### src/rtl/regerr_pkg.sv
package regerr_pkg;
  localparam int unsigned SLOT_W = 4;
  localparam logic [SLOT_W-1:0] S_KEYA   = 4'd0;
  localparam logic [SLOT_W-1:0] S_KEYB   = 4'd1;
  localparam logic [SLOT_W-1:0] S_RAW    = 4'd2;
  localparam logic [SLOT_W-1:0] S_MASKED = 4'd3;
  localparam logic [SLOT_W-1:0] S_ENSET  = 4'd4;
  localparam logic [SLOT_W-1:0] S_ENCLR  = 4'd5;
  localparam logic [SLOT_W-1:0] S_FADDR  = 4'd6;
  localparam logic [SLOT_W-1:0] S_FKIND  = 4'd7;
  localparam logic [SLOT_W-1:0] S_FATTR  = 4'd8;
  localparam logic [SLOT_W-1:0] S_FREL   = 4'd9;
  localparam logic [SLOT_W-1:0] S_DATA   = 4'd10;
  localparam int unsigned NUM_SLOTS = 11;

  typedef enum logic [1:0] {
    FK_NONE = 2'd0,
    FK_LOCK = 2'd1,
    FK_RDIL = 2'd2,
    FK_WRIL = 2'd3
  } fkind_e;

  function automatic logic [1:0] masked_view(input logic [1:0] raw, input logic [1:0] en);
    return raw & en;
  endfunction

  function automatic logic [1:0] raw_next(input logic [1:0] raw, input logic [1:0] clr,
                                          input logic [1:0] set);
    return (raw & ~clr) | set;
  endfunction
endpackage

### src/rtl/regerr_lock.sv
module regerr_lock #(
  parameter logic [31:0] KEY_A = 32'h5A5A_1234,
  parameter logic [31:0] KEY_B = 32'hA5A5_4321
) (
  input  logic        clk,
  input  logic        rst_n,
  input  logic        wr_keya,
  input  logic        wr_keyb,
  input  logic [31:0] wdata,
  output logic        unlocked
);
  logic armed;

  always_ff @(posedge clk or negedge rst_n) begin
    if (!rst_n) begin
      armed    <= 1'b0;
      unlocked <= 1'b0;
    end else if (wr_keya) begin
      armed    <= (wdata == KEY_A);
      unlocked <= 1'b0;
    end else if (wr_keyb) begin
      armed    <= 1'b0;
      unlocked <= armed && (wdata == KEY_B);
    end
  end


  unlock_order_chk: assert property (@(posedge clk) disable iff (!rst_n)
    $rose(unlocked) |-> $past(wr_keyb && wdata == KEY_B));


  relock_chk: assert property (@(posedge clk) disable iff (!rst_n)
    wr_keya |=> !unlocked);
endmodule

### src/rtl/regerr_decode.sv
module regerr_decode
  import regerr_pkg::*;
#(
  parameter int unsigned ADDR_W = 4
) (
  input  logic              vld,
  input  logic              wr,
  input  logic [ADDR_W-1:0] addr,
  input  logic              unlocked,
  output logic              legal,
  output logic              wr_ok,
  output logic              ev_lock,
  output logic              ev_rdil,
  output logic              ev_wril
);
  always_comb begin
    legal   = ({{(32-ADDR_W){1'b0}}, addr} < 32'(NUM_SLOTS));
    ev_rdil = vld && !wr && !legal;
    ev_wril = vld &&  wr && !legal;
    ev_lock = vld &&  wr && legal && (addr[SLOT_W-1:0] == S_DATA) && !unlocked;
    wr_ok   = vld &&  wr && legal && !ev_lock;
  end
endmodule

### src/rtl/regerr_fault.sv
module regerr_fault
  import regerr_pkg::*;
#(
  parameter int unsigned ADDR_W = 4,
  parameter int unsigned ID_W   = 4,
  localparam int unsigned ATTR_W = ID_W + 1
) (
  input  logic              clk,
  input  logic              rst_n,
  input  logic              ev_lock,
  input  logic              ev_rdil,
  input  logic              ev_wril,
  input  logic              release_i,
  input  logic [ADDR_W-1:0] addr,
  input  logic              priv,
  input  logic [ID_W-1:0]   id,
  output logic [ADDR_W-1:0] f_addr,
  output fkind_e            f_kind,
  output logic [ATTR_W-1:0] f_attr
);
  logic any_ev, held;
  assign any_ev = ev_lock | ev_rdil | ev_wril;
  assign held   = (f_kind != FK_NONE);

  always_ff @(posedge clk or negedge rst_n) begin
    if (!rst_n) begin
      f_addr <= '0;
      f_kind <= FK_NONE;
      f_attr <= '0;
    end else if (release_i) begin
      f_addr <= '0;
      f_kind <= FK_NONE;
      f_attr <= '0;
    end else if (any_ev && !held) begin
      f_addr <= addr;
      f_kind <= ev_lock ? FK_LOCK : (ev_rdil ? FK_RDIL : FK_WRIL);
      f_attr <= {id, priv};
    end
  end


  fault_hold_chk: assert property (@(posedge clk) disable iff (!rst_n)
    (held && !release_i) |=> ($stable(f_addr) && $stable(f_kind) && $stable(f_attr)));


  fault_capture_chk: assert property (@(posedge clk) disable iff (!rst_n)
    (any_ev && !held && !release_i) |=> (f_kind != FK_NONE));
endmodule

### src/rtl/regerr_ctl.sv
module regerr_ctl
  import regerr_pkg::*;
#(
  parameter int unsigned ADDR_W = 4,
  parameter int unsigned ID_W   = 4,
  parameter logic [31:0] KEY_A  = 32'h5A5A_1234,
  parameter logic [31:0] KEY_B  = 32'hA5A5_4321
) (
  input  logic              clk,
  input  logic              rst_n,
  input  logic              req_vld,
  input  logic              req_wr,
  input  logic [ADDR_W-1:0] req_addr,
  input  logic [31:0]       req_wdata,
  input  logic              req_priv,
  input  logic [ID_W-1:0]   req_id,
  output logic [31:0]       rsp_rdata,
  output logic              rsp_err,
  output logic              irq_wr,
  output logic              irq_rd
);
  localparam int unsigned ATTR_W = ID_W + 1;

  logic              legal, wr_ok, ev_lock, ev_rdil, ev_wril, unlocked;
  logic [SLOT_W-1:0] slot;
  logic [1:0]        raw_q, en_q, raw_set, raw_clr;
  logic              seen_rd, seen_wr;
  logic [31:0]       data_q;
  logic [ADDR_W-1:0] f_addr;
  fkind_e            f_kind;
  logic [ATTR_W-1:0] f_attr;
  logic              w_keya, w_keyb, w_rel;

  assign slot   = req_addr[SLOT_W-1:0];
  assign w_keya = wr_ok && slot == S_KEYA;
  assign w_keyb = wr_ok && slot == S_KEYB;
  assign w_rel  = wr_ok && slot == S_FREL && req_wdata[0];

  regerr_decode #(.ADDR_W(ADDR_W)) u_dec (
    .vld(req_vld), .wr(req_wr), .addr(req_addr), .unlocked(unlocked),
    .legal(legal), .wr_ok(wr_ok), .ev_lock(ev_lock), .ev_rdil(ev_rdil), .ev_wril(ev_wril));

  regerr_lock #(.KEY_A(KEY_A), .KEY_B(KEY_B)) u_lock (
    .clk(clk), .rst_n(rst_n), .wr_keya(w_keya), .wr_keyb(w_keyb),
    .wdata(req_wdata), .unlocked(unlocked));

  regerr_fault #(.ADDR_W(ADDR_W), .ID_W(ID_W)) u_flt (
    .clk(clk), .rst_n(rst_n), .ev_lock(ev_lock), .ev_rdil(ev_rdil), .ev_wril(ev_wril),
    .release_i(w_rel), .addr(req_addr), .priv(req_priv), .id(req_id),
    .f_addr(f_addr), .f_kind(f_kind), .f_attr(f_attr));

  assign raw_set = {ev_rdil | ev_wril, ev_lock};
  assign raw_clr = (wr_ok && (slot == S_RAW || slot == S_MASKED)) ? req_wdata[1:0] : 2'b00;

  always_ff @(posedge clk or negedge rst_n) begin
    if (!rst_n) begin
      raw_q   <= '0;
      en_q    <= '0;
      seen_rd <= 1'b0;
      seen_wr <= 1'b0;
      data_q  <= '0;
    end else begin
      raw_q <= raw_next(raw_q, raw_clr, raw_set);
      if (raw_clr[1] && !raw_set[1]) begin
        seen_rd <= 1'b0;
        seen_wr <= 1'b0;
      end else begin
        seen_rd <= seen_rd | ev_rdil;
        seen_wr <= seen_wr | ev_wril;
      end
      if (wr_ok && slot == S_ENSET) en_q <= en_q | req_wdata[1:0];
      if (wr_ok && slot == S_ENCLR) en_q <= en_q & ~req_wdata[1:0];
      if (wr_ok && slot == S_DATA)  data_q <= req_wdata;
    end
  end

  always_comb begin
    rsp_rdata = '0;
    if (req_vld && !req_wr && legal) begin
      unique case (slot)
        S_KEYA:            rsp_rdata = {31'd0, unlocked};
        S_RAW:             rsp_rdata = {30'd0, raw_q};
        S_MASKED:          rsp_rdata = {30'd0, masked_view(raw_q, en_q)};
        S_ENSET, S_ENCLR:  rsp_rdata = {30'd0, en_q};
        S_FADDR:           rsp_rdata = 32'(f_addr);
        S_FKIND:           rsp_rdata = {30'd0, f_kind};
        S_FATTR:           rsp_rdata = 32'(f_attr);
        S_DATA:            rsp_rdata = data_q;
        default:           rsp_rdata = '0;
      endcase
    end
  end

  assign rsp_err = ev_rdil;
  assign irq_wr  = (raw_q[0] & en_q[0]) | (raw_q[1] & en_q[1] & seen_wr);
  assign irq_rd  = raw_q[1] & en_q[1] & seen_rd;


  locked_data_chk: assert property (@(posedge clk) disable iff (!rst_n)
    ev_lock |=> ($stable(data_q) && raw_q[0]));


  addr_flag_chk: assert property (@(posedge clk) disable iff (!rst_n)
    (ev_rdil || ev_wril) |=> raw_q[1]);


  en_clear_chk: assert property (@(posedge clk) disable iff (!rst_n)
    (wr_ok && slot == S_ENCLR) |=> ((en_q & $past(req_wdata[1:0])) == 2'b00));


  irq_rd_chk: assert property (@(posedge clk) disable iff (!rst_n)
    ev_rdil && en_q[1] && !(wr_ok && slot == S_ENCLR) |=> irq_rd);


  ill_read_chk: assert property (@(posedge clk) disable iff (!rst_n)
    rsp_err |-> (rsp_rdata == 32'd0));
endmodule

### config.mk
export PLATFORM = sky130hd
export DESIGN_NAME = regerr_ctl
export DESIGN_NICKNAME = d
export VERILOG_FILES = /design/src/rtl/regerr_pkg.sv /design/src/rtl/regerr_lock.sv /design/src/rtl/regerr_decode.sv /design/src/rtl/regerr_fault.sv /design/src/rtl/regerr_ctl.sv
export SDC_FILE = /design/constraint.sdc
export NUM_CORES = 1
export LEC_CHECK = 0
export BUFFER_PORTS_ARGS = -buffer_cell sky130_fd_sc_hd__buf_2
export CORE_AREA = 10 10 92 94
export CTS_BUF_LIST = sky130_fd_sc_hd__clkbuf_8 sky130_fd_sc_hd__clkbuf_16
export CTS_CLUSTER_SIZE = 8
export DETAILED_ROUTE_END_ITERATION = 7
export DIE_AREA = 0 0 102 104
export PLACE_DENSITY_LB_ADDON = 0.15
export SYNTH_ARGS = -nofsm -noshare
export SYNTH_HDL_FRONTEND = slang
export SYNTH_SLANG_ARGS = --single-unit
export TNS_END_PERCENT = 20
### constraint.sdc
create_clock -name clk -period 2 [get_ports clk]
set_input_delay 0.2 -clock clk [delete_from_list [all_inputs] [get_ports clk]]
set_output_delay 0.2 -clock clk [all_outputs]
set_load 0.05 [all_outputs]
==> metrics <==
Layout area overhead 24.1%; total track usage 14.0%; overall die height 104 um; NumNets Final 368; Initial Util 39.7%; Placer Congestion 0.847; Pwr Density 693 nW/um^2; RSZ-0062 raised after global routing false; HP Class input pin to register; hpwl dp 5.48 mm; clk buf depth 2; Critical Path Sink Type output port; EDFF count, synth 0; sequential area share after synthesis 48.1%; Post-Layout Cell Count 404; Critical-path top delay cell and4bb_1; I/O pin count 80; pre-CTS setup slack 0.208 ns; # H-tree levels 2; Post-Route WL 7.07 mm; max incr delay on CP 0.36 ns; crit path launch type input pin; Final Hold Viols 0; Syn. warnings 0; R2R Setup Slk 0.54 ns; Synth Cell Area 2650 sq um; fin crit share 90.4%; drc violations 0; Setup WS post-layout 0.191 ns; # fillers 682; dpl cells 395; buffers and inverters on the worst path 3; Remaining Overflow, GRT 0; status finished clean; global-route wire length before repair 12.1 mm; DR WL/cell 17.5 um; crit path kind input pin to output port; Synth Instances 241; row count 30; Worst-Skew Late Latency 0.31 ns; maximum VDD drop 0.294 mV; Unique masters post-synth 44; n_diodes 0; Num CTS Buffers 5; antenna-violating nets left 0; worst-path fanout max 27; Main synth FF type dfrtp_1; Mean Syn Cell Area 11.0 sq um; # Max-Cap Violations 0; CTS tree built; fin. max-slew vios 0; Iteration-0 DRC Markers 63; register area 1280 sq um; DR vias 2139; syn nets 286; Yosys reg bits 51; number of global-route vias before repair 2359; CP Cell Sequence buf_2, and4bb_1, and3b_1, buf_12, and2_1, buf_2; Final Setup Violations 0; port bufs 79; initial antenna violation count 0; f_max 0.553 GHz; Die X 102 um; Max-slew headroom 66.2%; vias per std cell 5.29; FFs w/ async S/R, synth 100%; Worst EP required 1.80 ns; Least-Margin Pin Slew 0.507 ns; cell mode on critical path buf_2; share of cells above drive strength 1 40.7%; leakage power 0.00176 uW; clk slew on worst S/H paths 0.09 ns; Setup Skew 0.00844 ns; Initial DRT Pass Iterations 4; Sink Count 51; fin crit period 1.81 ns; Crit path arrival time 1.61 ns; clock tree root driver cell clkbuf_8; Die Area 10600 sq um; largest net degree at the start of global routing 33; critical path's top delay family simple AND/OR/NAND/NOR gates; area occupied by multi-input gates 1280 sq um; Core Box Area 6680 sq um
==> report_power, final <==
part           total (uW)  switching, uW  leakage, uW  internal [uW]
combinational         385            217      0.00104            168
clock                 668            352    0.0000505            316
sequential           1230           81.2     0.000674           1150
==> worst paths after layout <==
path	from	end	cells past startpoint
min in group asynchronous	rst_n	data_q[30]$_DFFE_PN0P_	2
worst max register to register	u_lock.unlocked$_DFFE_PN0P_	u_flt.f_addr[1]$_DFFE_PN0P_	3
worst min register to register	seen_rd$_DFF_PN0_	seen_rd$_DFF_PN0_	1
max in group asynchronous	rst_n	u_lock.unlocked$_DFFE_PN0P_	3
worst min-delay path	req_id[0]	u_flt.f_attr[1]$_DFFE_PN0P_	3
worst max-delay path	req_addr[1]	rsp_rdata[12]	6
==> worst reg2reg max path, stage by stage (launching register included) <==
cell and delay [ns]:
dfrtp_2 0.45, nand3b_1 0.17, a211o_1 0.51, mux2i_1 0.21
==> per-stage QoR <==
step           utilization, %  total power [uW]  cell area [sq um]  hold slack, ns  TNS (ns)
6_report                 49.3              2280               3290           0.121         0
5_1_grt                  49.3              2420               3290           0.129         0
4_1_cts                  49.2              2300               3290           0.114         0
3_5_place_dp             47.5              1640               3170           0.161         0
3_3_place_gp             47.5              1630               3170           0.163         0
2_1_floorplan               -              1470               2660         -0.0956   -0.0519
==> flip-flops by register name (all words and copies together) (netlist names), named ones only <==
register,cells
data_q,32
u_flt.f_attr,5
u_flt.f_addr,4
raw_q,2
u_flt.f_kind,2
seen_rd,1
seen_wr,1
u_lock.armed,1
u_lock.unlocked,1
==> cells by family after synthesis <==
family / Yosys count / synth area share [%]
AOI/OAI and AO/OA: 24 / 6.65
buffers and inverters: 22 / 3.77
DFF: 51 / 48.1
muxes: 47 / 19.3
and+or+nand+nor: 97 / 22.1
==> layer usage <==
metal	share of wire [%]	vias to the layer above	wire length, um	global-route usage (%)
li1	-	1025	-	-
met1	45	1037	3220	18.4
met2	45	67	3200	20.8
met3	7.4	10	522	5.05
met4	1.9	0	135	4.64
met5	0	-	0	0
==> Yosys cell counts, drive strengths merged (5+ instances only) <==
cell,n,area [sq um]
nor3,5,25.0
buf,9,50.0
mux2,34,383
and2,29,181
mux2i,13,130
nand2,17,63.8
nand3,6,30.0
nor2,7,26.3
dfrtp,51,1280
inv,9,33.8
==> final cells by class <==
cell class | instances | area share [%]
Sequential cell | 51 | 38.8
Tap cell | 80 | 3.04
Timing Repair Buffer | 88 | 15.0
Clock buffer | 7 | 2.93
Inverter | 9 | 1.03
Multi-Input combinational cell | 168 | 39.0
Clock inverter | 1 | 0.228
==> what timing repair did <==
item / CTS / global route
hold buffers: 1 / 0
endpoints found under the setup margin: 0 / 1
endpoints found under the hold margin: 17 / 0
resized for setup: 0 / 2
setup buffers: 0 / 0
==> layout by cell type (no fill, tap or decap), types with 5 or more instances in the layout <==
cell type  Yosys  routed
buf_2          7      78
dfrtp_1       51      50
mux2_2        34      34
and2_1        29      29
nand2_1       17      17
mux2i_1       13      13
inv_1          9       9
nor2_1         7       7
clkbuf_8       0       7
nand3_1        6       6
buf_4          0       6
nor3_1         5       5
(Power assumes the default switching activity.)
